$ cat src/rtl/exc_vec_pkg.sv
package exc_vec_pkg;
  localparam int unsigned CLS_REFILL = 0;
  localparam int unsigned CLS_IRQ    = 1;
  localparam int unsigned CLS_OVF    = 2;
  localparam int unsigned CLS_GEN    = 3;
  localparam int unsigned MIN_CLS    = 4;
endpackage

$ cat src/rtl/exc_prio_enc.sv
module exc_prio_enc #(
  parameter int unsigned NUM_CLS = 4
) (
  input  logic [NUM_CLS-1:0] req_i,
  output logic [NUM_CLS-1:0] grant_o
);
  // lowest index wins: each bit passes only if all lower bits are clear
  for (genvar g = 0; g < NUM_CLS; g++) begin : g_grant
    if (g == 0) begin : g_first
      assign grant_o[g] = req_i[g];
    end else begin : g_rest
      assign grant_o[g] = req_i[g] & ~(|req_i[g-1:0]);
    end
  end
endmodule

$ cat src/rtl/exc_target_calc.sv
module exc_target_calc
  import exc_vec_pkg::*;
#(
  parameter int unsigned        ADDR_W     = 32,
  parameter int unsigned        NUM_CLS    = 4,
  parameter int unsigned        ALIGN_BITS = 12,
  parameter logic [ADDR_W-1:0]  BOOT_VEC   = 32'hBFC0_0000,
  parameter logic [ADDR_W-1:0]  BEV_OVF    = 32'hBFC0_0200,
  parameter logic [ALIGN_BITS-1:0] OFF_GEN    = 12'h180,
  parameter logic [ALIGN_BITS-1:0] OFF_REFILL = 12'h000,
  parameter logic [ALIGN_BITS-1:0] OFF_IVEC   = 12'h200
) (
  input  logic [NUM_CLS-1:0] grant_i,
  input  logic               boot_i,
  input  logic               bev_i,
  input  logic               exl_prev_i,
  input  logic               ivec_en_i,
  input  logic [ADDR_W-1:0]  base_i,
  output logic [ADDR_W-1:0]  target_o
);
  localparam int unsigned HI_W = ADDR_W - ALIGN_BITS;

  logic [ADDR_W-1:0]     base_al;
  logic [ALIGN_BITS-1:0] off;
  logic [ADDR_W-1:0]     sum;

  assign base_al = {base_i[ADDR_W-1:ALIGN_BITS], {ALIGN_BITS{1'b0}}};

  always_comb begin
    off = OFF_GEN;
    if (grant_i[CLS_REFILL] && !exl_prev_i) off = OFF_REFILL;
    if (grant_i[CLS_IRQ] && ivec_en_i)      off = OFF_IVEC;
  end

  assign sum = base_al + {{HI_W{1'b0}}, off};

  always_comb begin
    target_o = sum;
    if (grant_i[CLS_OVF] && bev_i) target_o = BEV_OVF;
    if (boot_i)                    target_o = BOOT_VEC;
  end
endmodule

$ cat src/rtl/exc_vec_reg.sv
module exc_vec_reg #(
  parameter int unsigned       ADDR_W     = 32,
  parameter int unsigned       INSN_BYTES = 4,
  parameter logic [ADDR_W-1:0] RESET_PC   = 32'hBFC0_0000
) (
  input  logic              clk,
  input  logic              rst_n,
  input  logic              load_i,
  input  logic [ADDR_W-1:0] target_i,
  output logic [ADDR_W-1:0] pc_o,
  output logic [ADDR_W-1:0] pc1_o,
  output logic [ADDR_W-1:0] pc2_o,
  output logic              redirect_o
);
  localparam logic [ADDR_W-1:0] STEP1 = ADDR_W'(INSN_BYTES);
  localparam logic [ADDR_W-1:0] STEP2 = ADDR_W'(2 * INSN_BYTES);

  logic [ADDR_W-1:0] pc_q, pc_d;
  logic              red_q, red_d;

  always_comb begin
    pc_d  = pc_q;
    red_d = load_i;
    if (load_i) pc_d = target_i;
  end

  always_ff @(posedge clk or negedge rst_n) begin
    if (!rst_n) begin
      pc_q  <= RESET_PC;
      red_q <= 1'b0;
    end else begin
      pc_q  <= pc_d;
      red_q <= red_d;
    end
  end

  assign pc_o       = pc_q;
  assign pc1_o      = pc_q + STEP1;
  assign pc2_o      = pc_q + STEP2;
  assign redirect_o = red_q;

  a_r8_strobe_after_load: assert property (@(posedge clk) disable iff (!rst_n)
    load_i |=> redirect_o);
  a_r8_strobe_quiet: assert property (@(posedge clk) disable iff (!rst_n)
    !load_i |=> !redirect_o);
  a_r8_pc_holds: assert property (@(posedge clk) disable iff (!rst_n)
    !load_i |=> $stable(pc_o));
endmodule

$ cat src/rtl/exc_vector_sel.sv
module exc_vector_sel
  import exc_vec_pkg::*;
#(
  parameter int unsigned ADDR_W     = 32,
  parameter int unsigned NUM_CLS    = 4,
  parameter int unsigned ALIGN_BITS = 12,
  parameter int unsigned INSN_BYTES = 4
) (
  input  logic               clk,
  input  logic               rst_n,
  input  logic               boot_req_i,
  input  logic [NUM_CLS-1:0] cls_req_i,
  input  logic               bev_i,
  input  logic               exl_prev_i,
  input  logic               ivec_en_i,
  input  logic [ADDR_W-1:0]  exc_base_i,
  output logic [ADDR_W-1:0]  handler_pc_o,
  output logic [ADDR_W-1:0]  fetch_pc1_o,
  output logic [ADDR_W-1:0]  fetch_pc2_o,
  output logic               redirect_o
);
  localparam logic [ADDR_W-1:0] BOOT_VEC = 32'hBFC0_0000;
  localparam logic [ADDR_W-1:0] BEV_OVF  = 32'hBFC0_0200;

  logic [NUM_CLS-1:0] grant;
  logic [ADDR_W-1:0]  target;
  logic               load;

  assign load = boot_req_i | (|cls_req_i);

  exc_prio_enc #(.NUM_CLS(NUM_CLS)) i_prio (
    .req_i   (cls_req_i),
    .grant_o (grant)
  );

  exc_target_calc #(
    .ADDR_W     (ADDR_W),
    .NUM_CLS    (NUM_CLS),
    .ALIGN_BITS (ALIGN_BITS),
    .BOOT_VEC   (BOOT_VEC),
    .BEV_OVF    (BEV_OVF)
  ) i_calc (
    .grant_i    (grant),
    .boot_i     (boot_req_i),
    .bev_i      (bev_i),
    .exl_prev_i (exl_prev_i),
    .ivec_en_i  (ivec_en_i),
    .base_i     (exc_base_i),
    .target_o   (target)
  );

  exc_vec_reg #(
    .ADDR_W     (ADDR_W),
    .INSN_BYTES (INSN_BYTES),
    .RESET_PC   (BOOT_VEC)
  ) i_reg (
    .clk        (clk),
    .rst_n      (rst_n),
    .load_i     (load),
    .target_i   (target),
    .pc_o       (handler_pc_o),
    .pc1_o      (fetch_pc1_o),
    .pc2_o      (fetch_pc2_o),
    .redirect_o (redirect_o)
  );

  initial begin
    a_r2_min_classes: assert (NUM_CLS >= MIN_CLS);
  end

  a_r1_boot_wins: assert property (@(posedge clk) disable iff (!rst_n)
    boot_req_i |=> handler_pc_o == BOOT_VEC);
  a_r5_bev_overflow: assert property (@(posedge clk) disable iff (!rst_n)
    (!boot_req_i && cls_req_i[CLS_OVF] && !(|cls_req_i[CLS_OVF-1:0]) && bev_i)
    |=> handler_pc_o == BEV_OVF);
  a_r3_refill_base: assert property (@(posedge clk) disable iff (!rst_n)
    (!boot_req_i && cls_req_i[CLS_REFILL] && !exl_prev_i)
    |=> handler_pc_o == {$past(exc_base_i[ADDR_W-1:ALIGN_BITS]), {ALIGN_BITS{1'b0}}});
  a_r6_general_offset: assert property (@(posedge clk) disable iff (!rst_n)
    (!boot_req_i && cls_req_i[CLS_GEN] && !(|cls_req_i[CLS_GEN-1:0]))
    |=> handler_pc_o[ALIGN_BITS-1:0] == 12'h180);
endmodule

$ cat config.mk
export PLATFORM = sky130hd
export DESIGN_NAME = exc_vector_sel
export DESIGN_NICKNAME = d
export VERILOG_FILES = /design/src/rtl/exc_vec_pkg.sv /design/src/rtl/exc_prio_enc.sv /design/src/rtl/exc_target_calc.sv /design/src/rtl/exc_vec_reg.sv /design/src/rtl/exc_vector_sel.sv
export SDC_FILE = /design/constraint.sdc
export NUM_CORES = 1
export LEC_CHECK = 0
export BUFFER_PORTS_ARGS = -buffer_cell sky130_fd_sc_hd__buf_2
export CAP_MARGIN = 20
export CORE_MARGIN = 2
export CORE_UTILIZATION = 31
export CTS_CLUSTER_DIAMETER = 80
export DETAILED_ROUTE_END_ITERATION = 6
export PLACE_DENSITY = 0.7
export SLEW_MARGIN = 20
export SYNTH_ARGS = -nofsm -noshare
export SYNTH_HDL_FRONTEND = slang
export SYNTH_HIERARCHICAL = 1
export SYNTH_SLANG_ARGS = --single-unit
$ cat constraint.sdc
create_clock -name clk -period 1.6 [get_ports clk]
set_input_delay 0.24 -clock clk [delete_from_list [all_inputs] [get_ports clk]]
set_output_delay 0.24 -clock clk [all_outputs]
set_load 0.02 [all_outputs]
### After elaboration in Yosys (flattened, before gate mapping)

Index checks and enable logic that the tools add are counted.

| word-level totals | value |
|---|---|
| register bits after elaboration | 33 |
| word-level logic and storage cells | 20 |
| input port bits | 42 |
| output and inout port bits | 97 |

| operators by class | value |
|---|---|
| muxes and demuxes | 4 |
| add/sub/neg operators | 3 |
| reductions and logical operators | 6 |
| bitwise logic cells | 5 |

Operators with widths:

| kind | count |
|---|---|
| 2-to-1 mux 32 bit | 2 |
| adder 32 x 10 -> 32 bit | 1 |
| adder 32 x 3 -> 32 bit (second input constant) | 1 |
| adder 32 x 4 -> 32 bit (second input constant) | 1 |
| 2-to-1 mux 10 bit | 1 |
| 2-to-1 mux 9 bit | 1 |
| OR reduction 4 bit | 1 |
| logical AND 1 bit | 3 |
| bitwise AND 1 bit | 2 |
| inverter 1 bit | 2 |
| OR reduction 2 bit | 1 |
| logical NOT 1 bit | 1 |
| OR 1 bit | 1 |

### Depth between registers and ports, before layout

Gate-level depths: netlist (run 1).

| depth | value |
|---|---|
| depth in word-level cells | 7 |
| mapped depth | 6 |
| depth with buffers taken out | 5 |

### Hierarchy

Netlist (run 1), hierarchy kept.

Modules (own cells, without submodules):

| module | instances | cells each | area an instance (sq um) |
|---|---|---|---|
| exc_vec_reg | 1 | 246 | 2411.1 |
| exc_target_calc | 1 | 39 | 250.2 |
| exc_prio_enc | 1 | 4 | 36.3 |
| exc_vector_sel | 1 | 3 | 12.5 |

### Least setup slack after synthesis (run 1)

Ideal clock, no wire load.

| timing path | value |
|---|---|
| path type | flip-flop to output port |
| start point | reg i_reg.pc_q[4], in the netlist i_reg/pc_o[4] |
| end point | out fetch_pc1_o[29] |
| stages on the path, launching flop included | 6 |
| data arrival time | 1.949 ns |
| setup slack | -0.589 ns |
| cell sequence | dfrtp_1 -> ha_1 -> nand4_2 -> nor4_4 -> nand3_1 -> xnor2_1 |

| between the ends | value |
|---|---|
| cells in the longest elaborated chain, start to end | 1 |

Ends and longest elaborated chain:

| item | line | text |
|---|---|---|
| start: declaration | exc_vec_reg.sv:18 | `logic [ADDR_W-1:0] pc_q, pc_d;` |
| start signal: assignment | exc_vec_reg.sv:32 | `pc_q <= pc_d;` |
| adder 32 x 3 -> 32 bit | exc_vec_reg.sv:38 | `assign pc1_o = pc_q + STEP1;` |
| end: declaration | exc_vector_sel.sv:18 | `output logic [ADDR_W-1:0] fetch_pc1_o,` |

Every way passes these cells.

### Final worst setup path (run 1)

| timing path | value |
|---|---|
| start point | reg i_reg.pc_q[3], in the netlist i_reg/pc_o[3] |
| end point | out fetch_pc1_o[17] |

Same word-level chain as after synthesis.

==> out/metrics.cfg, run 1 <==
[global_route]
grt_antenna_before_repair=0
grt_max_degree=36
grt_pass1_wl_mm=15.3
grt_overflow=0
grtUsageTotal_pct=20.1
first_global_vias=2977

[critical_path]
start_kind=register
endpoint_kind=output pin
critical_path_class=reg -> out
cp.arrival_ns=1.95
r2r_slack_ns=0.46
cp_max_fo=5
required_ns=1.36

[timing]
clock_skew_ns=0
final-hold-violation-count=0
tightest_slew_ns=0.761
tns_ns=-24.07
rsz0062_at_grt=yes
final.period_utilization_pct=137
max_clock_freq_mhz=456
finalCriticalPeriod_ns=2.19
slew_viol_final=0
hold_ws_ns=0.0120
setup_viol=55
relSlewSlack_pct=49.2
layout_setup_ws_ns=-0.595

[cells_and_area]
fin_area_um2=5180
final_cell_mix=buf_4, buf_2, buf_6, xnor2_2, mux2_2
post-route-util_pct=60.2
area_delta_synth_final_pct=92.1
fin_cells=606
diodes=0
drive_gt1_share_pct=80.7
mostFrequentLayoutCell=buf_4
final_nets=541

[die]
die-area_um2=9460
dieWidth_um=97.2
row_count=34
design.portCount=139
die_y_um=97.2
core_region_area_um2=8590
initial_utilization_pct=31.4

[power_and_ir_drop]
p_per_area_nw_per_um2=515
p_int_mw=1.69
pwr-share-comb_pct=39.9
p_leak_nw=2.55
ir_drop_v=0.000399
power_frac_clock_pct=23.3
p_sw_share_pct=36.5
sequentialPowerShare_pct=36.8
power_switching_uw=974

[detailed_routing]
dr.pass1.iters=4
first_iter_violations=135
routed_via_density=4.83
drcViolationCount=0
wirelength_met1_mm=4.01
wl_met2_mm=5.06
met3_length_um=514
via_count=2924
drt_wl_total_mm=9.96
top_layer=met4
wl_per_cell_um=16.4
antenna_left=0

[run_status]
violations=negative setup slack
run_status=finished, violations left

[logic_synthesis]
netlist_area_um2=2700
syn_area_per_cell_um2=9.26
yosys_warnings=6
netlist_instances=291

[placed_design]
finalWeightedCongestion=0.785
post-dp-hpwl_mm=6.66
place_inst=562
numPortBuffers=126
placed_cell_area_um2=4270

[clock_network]
clock-sinks=33
cts_buffer_depth=2
tritoncts=built
cts_buffers=5
clkLatencyLatePin_ns=0.29
cts.htree.levels=2
hold_buffers=0
clk_pin_slew_ns=0.07
clockRootBuffer=clkbuf_8

[min_path]
holdCritPathClass=in -> async

[job]
drv_cap=0

==> stage by stage <==
stage	power (mW)	setup WS, ns
2_1_floorplan	1.59	-0.293
4_1_cts	2.64	-0.552
3_5_place_dp	1.90	-0.289
3_3_place_gp	1.89	-0.266
6_report	2.67	-0.595
5_1_grt	2.79	-0.675
==> worst paths after layout <==
path,from,to,depth (start not counted)
worst max-delay path,i_reg/pc_o[3],fetch_pc1_o[17],8
worst min-delay path,rst_n,i_reg/pc_o[30],1
worst max register to register,i_reg/pc_o[14],i_reg/pc_o[14],3
worst min register to register,i_reg/pc_o[1],i_reg/pc_o[1],1
max in group asynchronous,rst_n,i_reg/pc_o[12],1
min in group clk,exc_base_i[31],i_reg/pc_o[31],3
==> worst max-delay path, cell delays in order (launching register included) <==
cell and delay (ns):
dfrtp_2 0.41, ha_4 0.16, nand4_4 0.12, buf_6 0.16, nor4_4 0.24, buf_4 0.18
nand3_2 0.09, xnor2_2 0.14, buf_4 0.18
==> sequential cells by signal, summed over array words and instances (netlist names) <==
| register | cells |
|---|---|
| i_reg/redirect_o | 1 |
| i_reg/pc_o | 32 |
==> routing by layer <==
metal,global-route usage [%],up-vias
li1,-,1346
met1,24.6,1426
met2,34.8,120
met3,3.60,32
met4,8.65,0
met5,0,-
==> power groups by stage <==
stage / Sequential, mW / Clock (mW) / Combinational [mW]
floorplan: 1.04 / 0 / 0.554
global placement: 0.987 / 0 / 0.902
detailed placement: 0.989 / 0 / 0.915
CTS: 0.974 / 0.635 / 1.03
global route: 0.986 / 0.685 / 1.12
finish: 0.980 / 0.622 / 1.06
==> cell type report <==
| cell class | instances | area (um^2) |
|---|---|---|
| inverters | 2 | 11.3 |
| clock inverters | 3 | 17.5 |
| clock buffers | 5 | 68.8 |
| fillers | 659 | 3420 |
| flip-flops and latches | 33 | 860 |
| well taps | 108 | 135 |
| repair buffers | 232 | 1710 |
| multi-input cells | 223 | 2380 |
==> repair_timing <==
action / 4_1_cts / 5_1_grt
pin swaps: 45 / 25
setup endpoints to repair: 55 / 56
gates resized for setup: 122 / 29
setup buffers: 31 / 11
Note: power is estimated with default switching activity, not from simulation.
==> inputs of run 2 (changes only) <==
--- a/config.mk
+++ b/config.mk
@@ -7,12 +7,14 @@
 export LEC_CHECK = 0
 export BUFFER_PORTS_ARGS = -buffer_cell sky130_fd_sc_hd__buf_2
 export CAP_MARGIN = 20
+export CELL_PAD_IN_SITES_DETAIL_PLACEMENT = 1
+export CELL_PAD_IN_SITES_GLOBAL_PLACEMENT = 1
 export CORE_MARGIN = 2
-export CORE_UTILIZATION = 31
+export CORE_UTILIZATION = 30
 export CTS_CLUSTER_DIAMETER = 80
 export DETAILED_ROUTE_END_ITERATION = 6
-export PLACE_DENSITY = 0.7
-export SLEW_MARGIN = 20
+export PLACE_DENSITY = 0.88
+export SLEW_MARGIN = 15
 export SYNTH_ARGS = -nofsm -noshare
 export SYNTH_HDL_FRONTEND = slang
 export SYNTH_HIERARCHICAL = 1
==> run 2 against run 1 <==
The run still ends with negative setup slack left; sequential share of layout area down 1.2 points; register-to-register slack lost 0.06 ns; power rose by 11%; clock-buffer cell count rose by 2; largest cell class unchanged; highest routed layer unchanged.
==> out/metrics.cfg, run 2 (same netlist as run 1, synthesis figures left out) <==
[die]
core_region_area_um2=8720  ; +1.5%
die_y_um=98.8  ; +1.6%
die-area_um2=9760  ; +3.2%
row_count=34  ; unchanged
initial_utilization_pct=30.9  ; -0.46 points
design.portCount=139  ; unchanged
dieWidth_um=98.8  ; +1.6%

[cells_and_area]
final_nets=566  ; +4.6%
largest_reg_flops=32  ; unchanged
drive_gt1_share_pct=84.1  ; +3.4 points
area_delta_synth_final_pct=108
diodes=0  ; unchanged
fill_cells=931  ; +41%
fin_cells=631  ; +4.1%
final_cell_mix=buf_4, buf_2, buf_6, xnor2_2, mux2_2
mostFrequentLayoutCell=buf_4

[timing]
finalCriticalPeriod_ns=2.43  ; +0.233 ns
final-hold-violation-count=0  ; unchanged
tightest_slew_ns=0.525  ; -0.236 ns
max_clock_freq_mhz=412  ; -9.6%
layout_setup_ws_ns=-0.828  ; -0.233 ns
clock_skew_ns=0  ; unchanged
rsz0062_at_grt=yes
relSlewSlack_pct=65.0  ; +16 points
setup_viol=55  ; unchanged
hold_ws_ns=0.273  ; +0.261 ns
final.period_utilization_pct=152  ; +15 points
slew_viol_final=0  ; unchanged

[power_and_ir_drop]
sequentialPowerShare_pct=33.9  ; -2.9 points
p_per_area_nw_per_um2=529  ; +2.6%
ir_drop_v=0.000432  ; +8.4%
power_frac_clock_pct=24.2  ; +0.9 points
pwr-share-comb_pct=41.9  ; +2.0 points
p_total_mw=2.96  ; +11%
p_sw_share_pct=38.9  ; +2.4 points
p_leak_nw=2.80  ; +9.9%
power_switching_mw=1.15  ; +18%
p_int_mw=1.81  ; +6.8%

[placed_design]
post-dp-hpwl_mm=8.76  ; +32%
place_inst=576  ; +2.5%
finalWeightedCongestion=0.895  ; +14%
place_ws_ns=-0.376  ; -0.0874 ns
numPortBuffers=126  ; unchanged

[clock_network]
cts_buffers=5  ; unchanged
cts_buffer_depth=2  ; unchanged
clockRootBuffer=clkbuf_8
tritoncts=built
cts.htree.levels=2  ; unchanged
clkLatencyLatePin_ns=0.29  ; about the same
clock-sinks=33  ; unchanged
clk_pin_slew_ns=0.08  ; about the same

[detailed_routing]
first_iter_violations=132  ; -2.2%
drt_wl_total_mm=16.8  ; +68%
drcViolationCount=0  ; unchanged
wl_per_cell_um=26.5  ; +61%
antenna_left=0  ; unchanged
via_count=3328  ; +14%
routed_via_density=5.27  ; +9.3%
dr.pass1.iters=4  ; unchanged

[global_route]
grtUsageTotal_pct=29.5  ; +9.3 points
first_global_vias=3432  ; +15%
grt_max_degree=21  ; -42%
grt_overflow=0  ; unchanged
grt_pass1_wl_mm=21.7  ; +42%
grt_antenna_before_repair=0  ; unchanged

[job]
drv_cap=0  ; unchanged

[critical_path]
cp_max_fo=3  ; -2
endpoint_kind=output pin
required_ns=1.36  ; about the same
cp.arrival_ns=2.19  ; +0.24 ns
start_kind=register
critical_path_class=reg -> out

[min_path]
holdCritPathClass=in -> reg

[run_status]
run_status=finished, violations left
violations=negative setup slack

-- run 2: cell count changes in the layout (fill, tap and decap cells not counted), sizes merged --
cell,change
inv,+1
dlygate4sd3,+1
clkinvlp,-1
clkbuf,+2
buf,+24
clkinv,-2
-- run 2: through the flow --
stage          area [um^2]  TNS (ns)  utilization, %
3_5_place_dp          4350    -10.04            49.9
2_1_floorplan         3290     -8.12               -
4_1_cts               5150    -23.33            59.0
3_3_place_gp          4350     -7.52            49.9
6_report              5600    -30.57            64.2
5_1_grt               5600    -32.99            64.2
-- run 2: final cells by class --
cell class | count | area (um^2) | area share (%)
Tap cell | 108 | 135 | 2.41
Multi-Input combinational cell | 223 | 2480 | 44.3
Sequential cell | 33 | 862 | 15.4
Inverter | 2 | 7.51 | 0.134
Clock buffer | 7 | 86.3 | 1.54
Clock inverter | 1 | 7.51 | 0.134
Timing Repair Buffer | 257 | 2020 | 36.1
-- run 2: metal layers --
metal	share of wire (%)	up-vias	global-route usage, %
met1	38	1676	37.9
met3	5.9	65	3.69
met4	4.5	0	10.2
li1	-	1402	-
met5	0	-	0
met2	51	185	50.9
-- run 2: path summary, 6_finish.rpt --
kind	startpoint	to	slack [ns]	cells past startpoint
min in group asynchronous	rst_n	i_reg/pc_o[0]	0.44	2
worst min-delay path	exc_base_i[31]	i_reg/pc_o[31]	0.27	3
worst min register to register	i_reg/pc_o[0]	i_reg/pc_o[0]	0.56	1
worst max-delay path	i_reg/pc_o[3]	fetch_pc1_o[28]	-0.83	8
max in group asynchronous	rst_n	i_reg/pc_o[3]	0.52	3
worst max register to register	i_reg/pc_o[8]	i_reg/pc_o[8]	0.40	3
-- run 2: power groups by stage --
| stage | logic [mW] | clock network (mW) | registers (mW) |
|---|---|---|---|
| 5_1_grt | 1.28 | 0.745 | 1.01 |
| 3_5_place_dp | 0.953 | 0 | 0.995 |
| 6_report | 1.24 | 0.717 | 1.00 |
| 4_1_cts | 1.09 | 0.705 | 0.981 |
| 2_1_floorplan | 0.554 | 0 | 1.04 |
| 3_3_place_gp | 0.922 | 0 | 0.988 |
-- run 2: worst max-delay path: stages, from the launching register on --
cell,delay (ns)
dfrtp_2,0.41
buf_6,0.13
ha_4,0.15
nand3_4,0.08
buf_6,0.14
nor3_4,0.27
nand4_1,0.22
xnor2_2,0.29
buf_4,0.20
-- run 2: timing repair --
action	CTS	global route
pin swaps	43	47
endpoints found under the setup margin	55	55
endpoints found under the hold margin	10	0
hold buffers	1	0
buffers inserted	30	21
resized for setup	126	75
==> inputs of run 3 (changes only) <==
--- a/config.mk
+++ b/config.mk
@@ -10,11 +10,11 @@
 export CELL_PAD_IN_SITES_DETAIL_PLACEMENT = 1
 export CELL_PAD_IN_SITES_GLOBAL_PLACEMENT = 1
 export CORE_MARGIN = 2
-export CORE_UTILIZATION = 30
+export CORE_UTILIZATION = 31
 export CTS_CLUSTER_DIAMETER = 80
 export DETAILED_ROUTE_END_ITERATION = 6
-export PLACE_DENSITY = 0.88
-export SLEW_MARGIN = 15
+export PLACE_DENSITY = 0.87
+export SLEW_MARGIN = 20
 export SYNTH_ARGS = -nofsm -noshare
 export SYNTH_HDL_FRONTEND = slang
 export SYNTH_HIERARCHICAL = 1
==> constraint.sdc (replaced) <==
create_clock -name clk -period 2.9 [get_ports clk]
set_input_delay 0.435 -clock clk [delete_from_list [all_inputs] [get_ports clk]]
set_output_delay 0.435 -clock clk [all_outputs]
set_load 0.02 [all_outputs]
==> run 3 against run 2 <==
Combinational power is 70% lower; largest power group is now sequential cells; largest cell class unchanged; critical path type unchanged; the run now ends clean; sequential power is 44% lower; flip-flop and latch count stayed put; register-to-register slack better by 1.5 ns.
==> out/metrics.cfg, run 3 (same netlist as run 1, synthesis figures left out) <==
[power_and_ir_drop]
ir_drop_v=0.000219  ; -49%
p_per_area_nw_per_um2=386  ; -27%
p_total_mw=1.33  ; -55%
p_leak_nw=1.61  ; -42%

[critical_path]
required_ns=2.47  ; +1.11 ns
cp.arrival_ns=2.34  ; +0.15 ns
slowest_delay_ns=0.47  ; +0.06 ns
cp_max_fo=6  ; +3
worstPathCellList=ha_2 > nand4_4 > nor4_4 > nand3_1 > xnor2_1 > buf_2
cp_slowest_cell=nor4_4
endpoint_kind=output pin
start_kind=register
critical_path_class=reg -> out

[clock_network]
clk_pin_slew_ns=0.07  ; about the same
clockRootBuffer=clkbuf_8
cts_buffer_depth=2  ; unchanged
cts.htree.levels=2  ; unchanged
cts_buffers=5  ; unchanged
clkLatencyLatePin_ns=0.28  ; about the same
clock-sinks=33  ; unchanged
tritoncts=built
hold_buffers=0  ; -1

[timing]
rsz0062_at_grt=yes
hold_ws_ns=0.232  ; -0.0416 ns
tns_ns=0  ; +30.57 ns
finalCriticalPeriod_ns=2.78
final.period_utilization_pct=95.7
tightest_slew_ns=0.786  ; +0.261 ns
final-hold-violation-count=0  ; unchanged
relSlewSlack_pct=47.6  ; -17 points
clock_skew_ns=0  ; unchanged
max_clock_freq_mhz=360
setup_viol=0  ; -100%
slew_viol_final=0  ; unchanged

[placed_design]
finalWeightedCongestion=0.799  ; -11%
placed_cell_area_um2=3300  ; -24%
numPortBuffers=126  ; unchanged
post-dp-hpwl_mm=6.91  ; -21%

[cells_and_area]
final_nets=442  ; -22%
drive_gt1_share_pct=49.1  ; -35 points
diodes=0  ; unchanged
area_delta_synth_final_pct=27.7
largest_reg_flops=32  ; unchanged
final_cell_mix=buf_2, nand2_1, xnor2_1, mux2_2, dfrtp_1
mostFrequentLayoutCell=buf_2
fin_area_um2=3440  ; -39%

[die]
initial_utilization_pct=31.4  ; +0.46 points
die_y_um=97.2  ; -1.6%
core_region_area_um2=8590  ; -1.5%
die-area_um2=9460  ; -3.1%
row_count=34  ; unchanged
design.portCount=139  ; unchanged
dieWidth_um=97.2  ; -1.6%

[job]
drv_cap=0  ; unchanged

[detailed_routing]
wl_per_cell_um=17.0  ; -36%
dr.pass1.iters=4  ; unchanged
drcViolationCount=0  ; unchanged
routed_via_density=4.86  ; -7.9%
drt_wl_total_mm=8.61  ; -49%
antenna_left=0  ; unchanged
first_iter_violations=79  ; -40%
via_count=2464  ; -26%

[run_status]
run_status=finished clean

[global_route]
grt_pass1_wl_mm=13.5  ; -38%
grt_overflow=0  ; unchanged
grt_antenna_before_repair=0  ; unchanged
grtUsageTotal_pct=17.7  ; -12 points
grt_max_degree=34  ; +62%
first_global_vias=2541  ; -26%

[min_path]
holdCritPathClass=in -> async

## run 3: where the power goes
part | leakage, nW | total, mW | internal, mW | switching (mW)
logic | 1.17 | 0.376 | 0.144 | 0.232
registers | 0.390 | 0.563 | 0.494 | 0.0695
clock network | 0.0542 | 0.388 | 0.215 | 0.174
total | 1.61 | 1.33 | 0.853 | 0.475
## run 3: path summary, 6_finish.rpt
kind,start,end,slack (ns),cells after the start
min reg2reg,i_reg/pc_o[1],i_reg/pc_o[1],0.55,1
max in group asynchronous,rst_n,i_reg/pc_o[1],2.17,1
min,rst_n,i_reg/pc_o[30],0.23,1
min in group clk,exc_base_i[23],i_reg/pc_o[23],0.47,3
max reg2reg,i_reg/pc_o[14],i_reg/pc_o[14],1.92,1
max,i_reg/pc_o[4],fetch_pc1_o[29],0.12,6
## run 3: final cells by class
cell class                 instances  area (um^2)
fill                            1065         5150
multi-input combinational        223         1680
sequential                        33          837
timing repair buffer             133          683
tap                              108          135
clock buffer                       7         96.3
inverter                           2         7.51
clock inverter                     1         5.00
## run 3: critical path, delay by kind of cell (launching register included)
family | cells | cell delay [ns]
xor gates and xnor gates | 1 | 0.22
adders and majority gates | 1 | 0.32
buffers and inverters | 1 | 0.20
DFF | 1 | 0.45
and+or+nand+nor | 3 | 0.87
## run 3: timing repair
item,in CTS,in global routing
gates resized for setup,0,6
buffers inserted,0,1
endpoints found under the setup margin,0,6
endpoints found under the hold margin,0,0
## run 3: metrics by stage
| stage | setup WS [ns] | cells | utilization [%] |
|---|---|---|---|
| 3_5_place_dp | 0.336 | 498 | 38.4 |
| 4_1_cts | 0.0175 | 506 | 39.6 |
| 5_1_grt | 0.00127 | 507 | 40.1 |
| 3_3_place_gp | 0.493 | 498 | 38.4 |
| 2_1_floorplan | 0.516 | 299 | - |
| 6_report | 0.124 | 507 | 40.1 |
## run 3: routing by layer
layer	part of all wire [%]	GRT usage [%]	vias to the layer above	wire length, um
li1	-	-	1157	-
met1	42	21.9	1216	3600
met2	51	31.8	78	4390
met3	5.3	3.53	13	459
met4	1.8	3.95	0	153
met5	0	0	-	0
